[config.mk]
export PLATFORM = sky130hd
export DESIGN_NAME = sr_ontime_adjust
export DESIGN_NICKNAME = d
export VERILOG_FILES = /design/src/rtl/sradj_pkg.sv /design/src/rtl/sradj_classify.sv /design/src/rtl/sradj_fault_qual.sv /design/src/rtl/sradj_accum.sv /design/src/rtl/sr_ontime_adjust.sv
export SDC_FILE = /design/constraint.sdc
export NUM_CORES = 1
export LEC_CHECK = 0
export BUFFER_PORTS_ARGS = -buffer_cell sky130_fd_sc_hd__buf_2
export CAP_MARGIN = 40
export CORE_MARGIN = 5
export CORE_UTILIZATION = 50
export DETAILED_ROUTE_END_ITERATION = 8
export PLACE_DENSITY = 0.84
export SLEW_MARGIN = 10
export SYNTH_ARGS = -nofsm -noshare
export SYNTH_HDL_FRONTEND = slang
export SYNTH_SLANG_ARGS = --single-unit
[constraint.sdc]
create_clock -name clk -period 11.85 [get_ports clk]
set_clock_uncertainty 0.1 [all_clocks]
set_input_delay 0.5925 -clock clk [delete_from_list [all_inputs] [get_ports clk]]
set_output_delay 0.5925 -clock clk [all_outputs]
set_load 0.03 [all_outputs]
[src/rtl/sradj_pkg.sv]
package sradj_pkg;
    typedef enum logic [1:0] {
        ADJ_HOLD  = 2'd0,
        ADJ_UP    = 2'd1,
        ADJ_DOWN  = 2'd2,
        ADJ_FAULT = 2'd3
    } adj_e;
endpackage

[src/rtl/sradj_classify.sv]
module sradj_classify
    import sradj_pkg::*;
#(
    parameter int CNT_W = 7
) (
    input  logic [CNT_W-1:0] meas,
    input  logic [CNT_W-1:0] target,
    input  logic [CNT_W-1:0] hyst,
    input  logic [CNT_W-1:0] flt_thresh,
    output adj_e             cls
);
    localparam int EXT_W = CNT_W + 2;

    logic signed [EXT_W-1:0] meas_s;
    logic signed [EXT_W-1:0] hi_s;
    logic signed [EXT_W-1:0] lo_s;

    always_comb begin
        meas_s = $signed({2'b00, meas});
        hi_s   = $signed({2'b00, target}) + $signed({2'b00, hyst});
        lo_s   = $signed({2'b00, target}) - $signed({2'b00, hyst});
        if (meas < flt_thresh) begin
            cls = ADJ_FAULT;
        end else if (meas_s > hi_s) begin
            cls = ADJ_UP;
        end else if (meas_s < lo_s) begin
            cls = ADJ_DOWN;
        end else begin
            cls = ADJ_HOLD;
        end
    end
endmodule

[src/rtl/sradj_fault_qual.sv]
module sradj_fault_qual #(
    parameter int LIM_W = 4
) (
    input  logic             clk,
    input  logic             rst_n,
    input  logic             clear,
    input  logic             sample,
    input  logic             is_fault,
    input  logic [LIM_W-1:0] limit,
    output logic             qualify
);
    typedef struct packed {
        logic [LIM_W-1:0] cnt;
    } fq_state_t;

    fq_state_t       st_d, st_q;
    logic [LIM_W-1:0] limit_eff;
    logic [LIM_W:0]   next_run;

    always_comb begin
        st_d      = st_q;
        qualify   = 1'b0;
        limit_eff = (limit == '0) ? LIM_W'(1) : limit;
        next_run  = {1'b0, st_q.cnt} + (LIM_W+1)'(1);
        if (clear) begin
            st_d.cnt = '0;
        end else if (sample) begin
            if (is_fault) begin
                if (next_run >= {1'b0, limit_eff}) begin
                    qualify  = 1'b1;
                    st_d.cnt = '0;
                end else begin
                    st_d.cnt = next_run[LIM_W-1:0];
                end
            end else begin
                st_d.cnt = '0;
            end
        end
    end

    always_ff @(posedge clk or negedge rst_n) begin
        if (!rst_n) begin
            st_q <= '0;
        end else begin
            st_q <= st_d;
        end
    end

    // a qualified fault restarts the run
    a_r7_run_restart: assert property (@(posedge clk) disable iff (!rst_n)
        qualify |=> (st_q.cnt == '0));

    // a clean strobe breaks the run
    a_r8_clean_resets: assert property (@(posedge clk) disable iff (!rst_n)
        (sample && !is_fault) |=> (st_q.cnt == '0));
endmodule

[src/rtl/sradj_accum.sv]
module sradj_accum
    import sradj_pkg::*;
#(
    parameter int OFS_W  = 12,
    parameter int STEP_W = 8
) (
    input  logic                    clk,
    input  logic                    rst_n,
    input  logic                    clear,
    input  logic                    upd,
    input  adj_e                    adj,
    input  logic                    fault_go,
    input  logic [STEP_W-1:0]       step,
    input  logic [STEP_W-1:0]       flt_step,
    input  logic signed [OFS_W-1:0] clamp_min,
    input  logic signed [OFS_W-1:0] clamp_max,
    output logic signed [OFS_W-1:0] acc
);
    localparam int BASE_W = (OFS_W > STEP_W) ? OFS_W : STEP_W;
    localparam int SUM_W  = BASE_W + 2;

    typedef struct packed {
        logic signed [OFS_W-1:0] acc;
    } acc_state_t;

    acc_state_t              st_d, st_q;
    logic signed [SUM_W-1:0] sum;
    logic signed [SUM_W-1:0] step_s;
    logic signed [SUM_W-1:0] fstep_s;
    logic signed [SUM_W-1:0] min_s;
    logic signed [SUM_W-1:0] max_s;
    logic                    moving;

    always_comb begin
        st_d    = st_q;
        step_s  = $signed({{(SUM_W-STEP_W){1'b0}}, step});
        fstep_s = $signed({{(SUM_W-STEP_W){1'b0}}, flt_step});
        min_s   = SUM_W'(clamp_min);
        max_s   = SUM_W'(clamp_max);
        sum     = SUM_W'(st_q.acc);
        moving  = 1'b0;
        case (adj)
            ADJ_UP: begin
                sum    = sum + step_s;
                moving = 1'b1;
            end
            ADJ_DOWN: begin
                sum    = sum - step_s;
                moving = 1'b1;
            end
            ADJ_FAULT: begin
                if (fault_go) begin
                    sum    = sum - fstep_s;
                    moving = 1'b1;
                end
            end
            default: moving = 1'b0;
        endcase
        if (sum > max_s) begin
            sum = max_s;
        end else if (sum < min_s) begin
            sum = min_s;
        end
        if (clear) begin
            st_d.acc = '0;
        end else if (upd && moving) begin
            st_d.acc = sum[OFS_W-1:0];
        end
    end

    always_ff @(posedge clk or negedge rst_n) begin
        if (!rst_n) begin
            st_q <= '0;
        end else begin
            st_q <= st_d;
        end
    end

    assign acc = st_q.acc;

    // leaving automatic operation empties the accumulator
    a_r2_clear_zero: assert property (@(posedge clk) disable iff (!rst_n)
        clear |=> (acc == '0));

    // every applied update lands inside the bounds
    a_r9_within_bounds: assert property (@(posedge clk) disable iff (!rst_n)
        (!clear && upd && (clamp_min <= clamp_max))
        |=> (acc >= $past(clamp_min) || $stable(acc)) && (acc <= $past(clamp_max) || $stable(acc)));

    // no strobe, no change
    a_r10_hold_no_strobe: assert property (@(posedge clk) disable iff (!rst_n)
        (!clear && !upd) |=> $stable(acc));

    // an in-band measurement holds the accumulator
    a_r6_band_hold: assert property (@(posedge clk) disable iff (!rst_n)
        (!clear && upd && adj == ADJ_HOLD) |=> $stable(acc));
endmodule

[src/rtl/sr_ontime_adjust.sv]
module sr_ontime_adjust
    import sradj_pkg::*;
#(
    parameter int CNT_W  = 7,
    parameter int OFS_W  = 12,
    parameter int STEP_W = 8,
    parameter int LIM_W  = 4
) (
    input  logic                    clk,
    input  logic                    rst_n,
    input  logic                    enable,
    input  logic                    auto_mode,
    input  logic                    meas_valid,
    input  logic [CNT_W-1:0]        meas_cnt,
    input  logic signed [OFS_W-1:0] manual_ofs,
    input  logic [CNT_W-1:0]        target,
    input  logic [CNT_W-1:0]        hyst,
    input  logic [STEP_W-1:0]       step,
    input  logic [CNT_W-1:0]        flt_thresh,
    input  logic [STEP_W-1:0]       flt_step,
    input  logic [LIM_W-1:0]        flt_limit,
    input  logic signed [OFS_W-1:0] clamp_min,
    input  logic signed [OFS_W-1:0] clamp_max,
    output logic signed [OFS_W-1:0] ofs_out
);
    logic                    run_auto;
    logic                    clr;
    logic                    smp;
    adj_e                    cls;
    logic                    fault_go;
    logic signed [OFS_W-1:0] acc;

    assign run_auto = enable && auto_mode;
    assign clr      = !run_auto;
    assign smp      = run_auto && meas_valid;

    sradj_classify #(.CNT_W(CNT_W)) u_classify (
        .meas       (meas_cnt),
        .target     (target),
        .hyst       (hyst),
        .flt_thresh (flt_thresh),
        .cls        (cls)
    );

    sradj_fault_qual #(.LIM_W(LIM_W)) u_fault_qual (
        .clk      (clk),
        .rst_n    (rst_n),
        .clear    (clr),
        .sample   (smp),
        .is_fault (cls == ADJ_FAULT),
        .limit    (flt_limit),
        .qualify  (fault_go)
    );

    sradj_accum #(.OFS_W(OFS_W), .STEP_W(STEP_W)) u_accum (
        .clk       (clk),
        .rst_n     (rst_n),
        .clear     (clr),
        .upd       (smp),
        .adj       (cls),
        .fault_go  (fault_go),
        .step      (step),
        .flt_step  (flt_step),
        .clamp_min (clamp_min),
        .clamp_max (clamp_max),
        .acc       (acc)
    );

    always_comb begin
        if (!enable) begin
            ofs_out = '0;
        end else if (!auto_mode) begin
            ofs_out = manual_ofs;
        end else begin
            ofs_out = acc;
        end
    end
endmodule

Word level (Yosys, flattened, before mapping)
Index checks and enable logic that the tools add are counted.
{"block": "word_totals", "regBits": 16, "input_bits": 89, "output_inout_bits": 12, "wordCells": 46}
{"block": "classes", "addsub": 6, "n_lt_le_gt_ge": 6, "n_eq_ne": 5, "mux": 22, "reduce_logical": 5}
{"op": "$mux W12", "count": 6}
{"op": "$pmux W14 S3", "count": 1}
{"op": "$sub A12 B9 Y13", "count": 2}
{"op": "$mux W4", "count": 5}
{"op": "$gt A14 B12 Y1", "count": 1}
{"op": "$lt A14 B12 Y1", "count": 1}
{"op": "$mux W14", "count": 1}
{"op": "$add A12 B9 Y13", "count": 1}
{"op": "$gt A8 B9 Y1", "count": 1}
{"op": "$lt A8 B9 Y1", "count": 1}
{"op": "$add A7 B7 Y8", "count": 1}
{"op": "$sub A7 B7 Y8", "count": 1}
{"op": "$lt A7 B7 Y1", "count": 1}
{"op": "$mux W2", "count": 3}
{"op": "$add A4 B1 Y5 const B", "count": 1}
{"op": "$ge A5 B4 Y1", "count": 1}
{"op": "$mux W1", "count": 5}
{"op": "$eq A2 B2 Y1 const B", "count": 2}
{"op": "$logic_not A4 Y1", "count": 1}
{"op": "$ne A2 B1 Y1 const B", "count": 2}
{"op": "$logic_and A1 B1 Y1", "count": 3}
{"op": "$eq A2 B1 Y1 const B", "count": 1}
{"op": "$pmux W1 S2", "count": 1}
{"op": "$reduce_or A2 Y1", "count": 1}

Logic depth before layout (Yosys ltp)
{"block": "depth", "depth_word": 16, "ltp_mapped": 39, "ltp_nobuf": 37}

Hierarchy
A second synthesis with hierarchy kept.
{"block": "unflattened", "cells_unflattened": 574, "area_unflattened_um2": 4406.7}
{"mod": "sradj_accum", "n_inst": 1, "cells_each": 376, "area_per_inst_um2": 2793.9, "seq_area_each_um2": 300.3}
{"mod": "sradj_classify", "n_inst": 1, "cells_each": 132, "area_per_inst_um2": 1029.7, "seq_area_each_um2": 0.0}
{"mod": "sradj_fault_qual", "n_inst": 1, "cells_each": 36, "area_per_inst_um2": 335.3, "seq_area_each_um2": 100.1}
{"mod": "sr_ontime_adjust", "n_inst": 1, "cells_each": 30, "area_per_inst_um2": 247.7, "seq_area_each_um2": 0.0}

Worst setup path after synthesis
No wires, ideal clock.
{"block": "synth_path", "kind": "input to register", "from": "in target[0]", "to": "reg u_accum.st_q, in the netlist u_accum.acc[11]", "setup_time_ps": 92, "arrival_ps": 7294, "required_time_ps": 11658, "setup_slack_ps": 4364, "stages": 36, "path_buffers": 1, "path_cell_list": "ha_1 -> fa_1 -> a21oi_1 -> nor2_1 -> nor2_1 -> nor2_1 -> nor2_1 -> nor2_1 -> nor2_1 -> xnor2_1 -> ha_1 -> and4_1 -> a41oi_1 -> o221ai_1 -> a41o_1 -> ha_1 -> clkbuf_1 -> mux2i_1 -> fa_1 -> a21oi_1 -> o22ai_1 -> o41ai_1 -> o21ai_1 -> a21o_1 -> a21oi_1 -> xor2_1 -> nor3_1 -> a311o_1 -> ha_1 -> a2111oi_0 -> o21ai_0 -> a22o_1 -> a31oi_1 -> mux2_4 -> and3_1 -> o31ai_2"}
{"block": "synth_via", "elab_chain_len": 16, "word_cells_on_any_way": 26, "cone_classes": "add/sub: 2; order compare: 4; eq/ne: 4; mux: 14; reduce/logical: 2"}
{"element": "start: declaration", "line_no": "sr_ontime_adjust.sv:16", "source": "input logic [CNT_W-1:0] target,"}
{"element": "$sub A7 B7 Y8", "line_no": "sradj_classify.sv:21", "source": "lo_s = $signed({2'b00, target}) - $signed({2'b00, hyst});"}
{"element": "$lt A8 B9 Y1", "line_no": "sradj_classify.sv:26", "source": "end else if (meas_s < lo_s) begin"}
{"element": "$mux W2", "line_no": "sradj_classify.sv:26"}
{"element": "$mux W2 (*)", "line_no": "sradj_classify.sv:24", "source": "end else if (meas_s > hi_s) begin"}
{"element": "$mux W2 (*)", "line_no": "sradj_classify.sv:22", "source": "if (meas < flt_thresh) begin"}
{"element": "$eq A2 B2 Y1", "line_no": "sradj_accum.sv:42, sr_ontime_adjust.sv:50"}
{"element": "$mux W1", "line_no": "sradj_fault_qual.sv:28", "source": "if (is_fault) begin"}
{"element": "$mux W1", "line_no": "sradj_fault_qual.sv:27", "source": "end else if (sample) begin"}
{"element": "$mux W1", "line_no": "sradj_fault_qual.sv:25", "source": "if (clear) begin"}
{"element": "$mux W14", "line_no": "sradj_accum.sv:52", "source": "if (fault_go) begin"}
{"element": "$pmux W14 S3", "line_no": "sradj_accum.sv:42", "source": "case (adj)"}
{"element": "$lt A14 B12 Y1", "line_no": "sradj_accum.sv:61", "source": "end else if (sum < min_s) begin"}
{"element": "$mux W12", "line_no": "sradj_accum.sv:61"}
{"element": "$mux W12", "line_no": "sradj_accum.sv:59", "source": "if (sum > max_s) begin"}
{"element": "$mux W12", "line_no": "sradj_accum.sv:66", "source": "end else if (upd && moving) begin"}
{"element": "$mux W12", "line_no": "sradj_accum.sv:64", "source": "if (clear) begin"}
{"element": "end signal: assignment", "line_no": "sradj_accum.sv:75", "source": "st_q <= st_d;"}
{"element": "end: declaration", "line_no": "sradj_accum.sv:26", "source": "acc_state_t st_d, st_q;"}
Every way passes the cells marked *; elsewhere a longest branch is shown, timed or not. The select of a mux whose other input is x is not followed.
A chain may end at the register's enable or synchronous reset.

Worst setup path in the final report
{"block": "layout_path", "from": "in target[0]", "to": "reg u_accum.st_q, in the netlist u_accum.acc[0]"}
The elaborated chain is that of the path after synthesis.

==> flow_summary.ini <==
[timing]
tightestPinTransition_ns = 0.7494
report.final.hold_viol_count = 0
rsz0062_at_grt = false
setup_viol_count_final = 0
setup_tns_ns = 0
slew_violations = 0
fmax_mhz = 122.3
final_min_period_over_clock_period_pct = 69.01
slew_headroom_pct = 49.85
final.min_clock_period_ns = 8.178

[die]
rows = 33
die_width_um = 101.3
floorplan.initialDensity_pct = 51.01
placeable_core_region_mm2 = 0.008175
die_height_um = 101.3
dieArea_mm2 = 0.01027
io-pin-count = 101

[clock_network]
cts_made_buffers = 3
clk_pin_slew_worst_setup_hold_paths_ns = 0.07
cts-htree-levels = 1
quantity_of_hold_fixing_buffers_added_after_cts = 0
cts.path.max_buffers = 2
postCtsResizedCells = 0
cts_tree = built
worst_skew_pair.late_latency_ns = 0.26
post_cts.repair.setup_buffers = 0
numClockSinks = 16
root_buffer = sky130_fd_sc_hd__clkbuf_8

[place]
hpwlAfterDp_um = 10040
postPlaceCellArea_mm2 = 0.004722
finalWeightedCongestion = 0.9994
placement.io_buffers = 100

[critical_path]
critical_path_buf_inv_count = 1
critPathSlowestCell = sky130_fd_sc_hd__fa_1
crit_family = compound AO/OA/AOI/OAI gates
launching_element_type_of_the_critical_path = primary input
crit_required_ns = 11.93
critical_path.max_fanout = 13
critPathKind = primary input to register
timing.critical_path.mode_cell = sky130_fd_sc_hd__nor2_1
worstSetupEndpointType = register
critPathMaxStageDelay_ns = 0.45
cp.arrival_ns = 8.26

[global_route]
global_route.overflow_total = 0
grt_pass1_wl_um = 18930
grt_max_degree = 17
grt_pass1_vias = 4158
grt_util_all_layers_pct = 22.17
antenna_violations_before_repair = 0

[yosys]
synth.area.top_cells = sky130_fd_sc_hd__ha_1 26%, sky130_fd_sc_hd__dfrtp_1 9.6%, sky130_fd_sc_hd__inv_1 6.1%, sky130_fd_sc_hd__mux2i_1 5.5%, sky130_fd_sc_hd__xnor2_1 4.0%
synth_most_common_cell = sky130_fd_sc_hd__ha_1
synth.avg_cell_area_um2 = 7.780
synth_ff_type = sky130_fd_sc_hd__dfrtp_1
syn-cell-area_mm2 = 0.004170
synth-edff-count = 0
yosysUniqueCellTypes = 63
syn-num-nets = 715
synthDominantCellAreaShare_pct = 25.80
postSynthCellCount = 536
postSynthRegisterBits = 16
postSynth.asyncResetShare_pct = 100.0
yosysWarnings = 0
synthTopCellsByCount = 86 x sky130_fd_sc_hd__ha_1, 68 x sky130_fd_sc_hd__inv_1, 44 x sky130_fd_sc_hd__nor2_1
synth_sequential_area_ratio_pct = 9.601
post-synth-top-area-cell = sky130_fd_sc_hd__ha_1

[power]
power_leakage_uw = 0.002607
pwr_density_cell_mw_per_mm2 = 89.32
ir_worst_vdd_v = 0.00005673

[route]
route.detailed.drc = 0
route.antenna.remaining_nets = 0
met1Wirelength_um = 5063
totalWireLength_um = 11470
avgRoutedWirePerCell_um = 15.69
top_layer = met4
initialDrtViolationCount = 240
first_pass_iters = 6
route.detailed.vias_per_inst = 5.795
met3RoutedLength_um = 851
met2RoutedLength_um = 5428
detailroute.via_count = 4236

[layout]
n_antenna_cell = 0
layout-area-overhead-vs-synth_pct = 14.22
nNetsFinal = 807
stdcell_area_mm2 = 0.004763
filler_cell_count = 749
drive_gt1_share_pct = 18.05

[status]
status = finished clean

[min_path]
hp-class = primary input to async pin

[flow_run]
drv_cap = 0
==> cell families (layout without fill, tap and decap cells) <==
logic type / count (synthesis) / after routing / synth area share (%)
AO/OA/AOI/OAI: 155 / 155 / 25.38
XOR/XNOR: 30 / 30 / 6.301
adder cells (fa/ha/maj): 90 / 90 / 27.72
buffers and inverters: 82 / 172 / 8.161
flip-flops: 16 / 16 / 9.601
multiplexers: 25 / 25 / 6.150
AND/OR/NAND/NOR: 138 / 138 / 16.68
==> worst paths after layout <==
| path | start | end | slack, ns | cells after the start |
|---|---|---|---|---|
| hold reg to reg | u_fault_qual.st_q[1] | u_fault_qual.st_q[1] | 0.44 | 1 |
| max in group asynchronous | rst_n | u_accum.acc[1] | 11.22 | 1 |
| hold / removal | rst_n | u_fault_qual.st_q[0] | 0.14 | 1 |
| setup / recovery | target[0] | u_accum.acc[0] | 3.67 | 36 |
| setup reg to reg | u_accum.acc[0] | u_accum.acc[0] | 6.30 | 21 |
| min in group clk | u_fault_qual.st_q[1] | u_fault_qual.st_q[1] | 0.44 | 1 |
==> sequential cells by signal, summed over array words and instances, names as in the netlist <==
signal,cells
u_accum.acc,12
u_fault_qual.st_q,4
==> layout by cell type (no fill, tap or decap), types with 3 or more instances in the layout <==
cell type / n
sky130_fd_sc_hd__nand2b_1: 9
sky130_fd_sc_hd__buf_2: 101
sky130_fd_sc_hd__a32oi_1: 4
sky130_fd_sc_hd__o21ai_1: 17
sky130_fd_sc_hd__a32o_1: 3
sky130_fd_sc_hd__clkbuf_8: 3
sky130_fd_sc_hd__nor2b_1: 22
sky130_fd_sc_hd__xnor2_1: 19
sky130_fd_sc_hd__dfrtp_1: 16
sky130_fd_sc_hd__a211oi_1: 3
sky130_fd_sc_hd__o211ai_1: 5
sky130_fd_sc_hd__o22ai_1: 3
sky130_fd_sc_hd__o21ai_0: 16
sky130_fd_sc_hd__mux2i_1: 23
sky130_fd_sc_hd__a41oi_1: 3
sky130_fd_sc_hd__nor4_1: 4
sky130_fd_sc_hd__o21a_1: 9
sky130_fd_sc_hd__a31oi_1: 5
sky130_fd_sc_hd__a21o_1: 8
sky130_fd_sc_hd__o21bai_1: 3
sky130_fd_sc_hd__nor2_1: 44
sky130_fd_sc_hd__xor2_1: 11
sky130_fd_sc_hd__fa_1: 4
sky130_fd_sc_hd__nor3_1: 15
sky130_fd_sc_hd__a211o_1: 5
sky130_fd_sc_hd__inv_1: 68
sky130_fd_sc_hd__o31a_1: 3
sky130_fd_sc_hd__nand2_1: 19
sky130_fd_sc_hd__nand3_1: 8
sky130_fd_sc_hd__ha_1: 86
sky130_fd_sc_hd__a21oi_1: 33
sky130_fd_sc_hd__o221ai_1: 4
sky130_fd_sc_hd__a22oi_1: 14
==> metal layers <==
metal | track usage (%) | up-vias
met5 | 0 | -
met4 | 4.397 | 0
met3 | 3.099 | 19
met2 | 38.08 | 172
met1 | 29.70 | 1933
li1 | - | 2112
==> cell type report <==
cell class	count	area (um2)	area share, %
clock buffer	3	41.29	0.8668
inverter	68	255.2	5.359
multi-input combinational	438	3430	72.00
sequential	16	400.4	8.406
tap	105	131.4	2.758
timing repair buffer	101	505.5	10.61
==> per-stage QoR <==
step	utilization (%)	total power [uW]	setup slack, ns	hold slack [ns]	cells
detailed placement	57.76	377.9	3.528	0.4271	728
global placement	57.70	364.3	3.830	0.4117	727
finish	58.26	425.5	3.672	0.1381	731
global route	58.26	465.8	3.171	0.1714	731
floorplan	-	298.3	4.364	0.1969	536
CTS	58.26	422.1	3.754	0.1524	731
==> where the power goes <==
part,internal [uW],switching [uW],total (uW)
combinational,136,180,316
sequential,58.0,8.20,66.2
clock,22.7,21.0,43.7
total,217,209,425
Note: power is estimated with default switching activity, not from simulation.
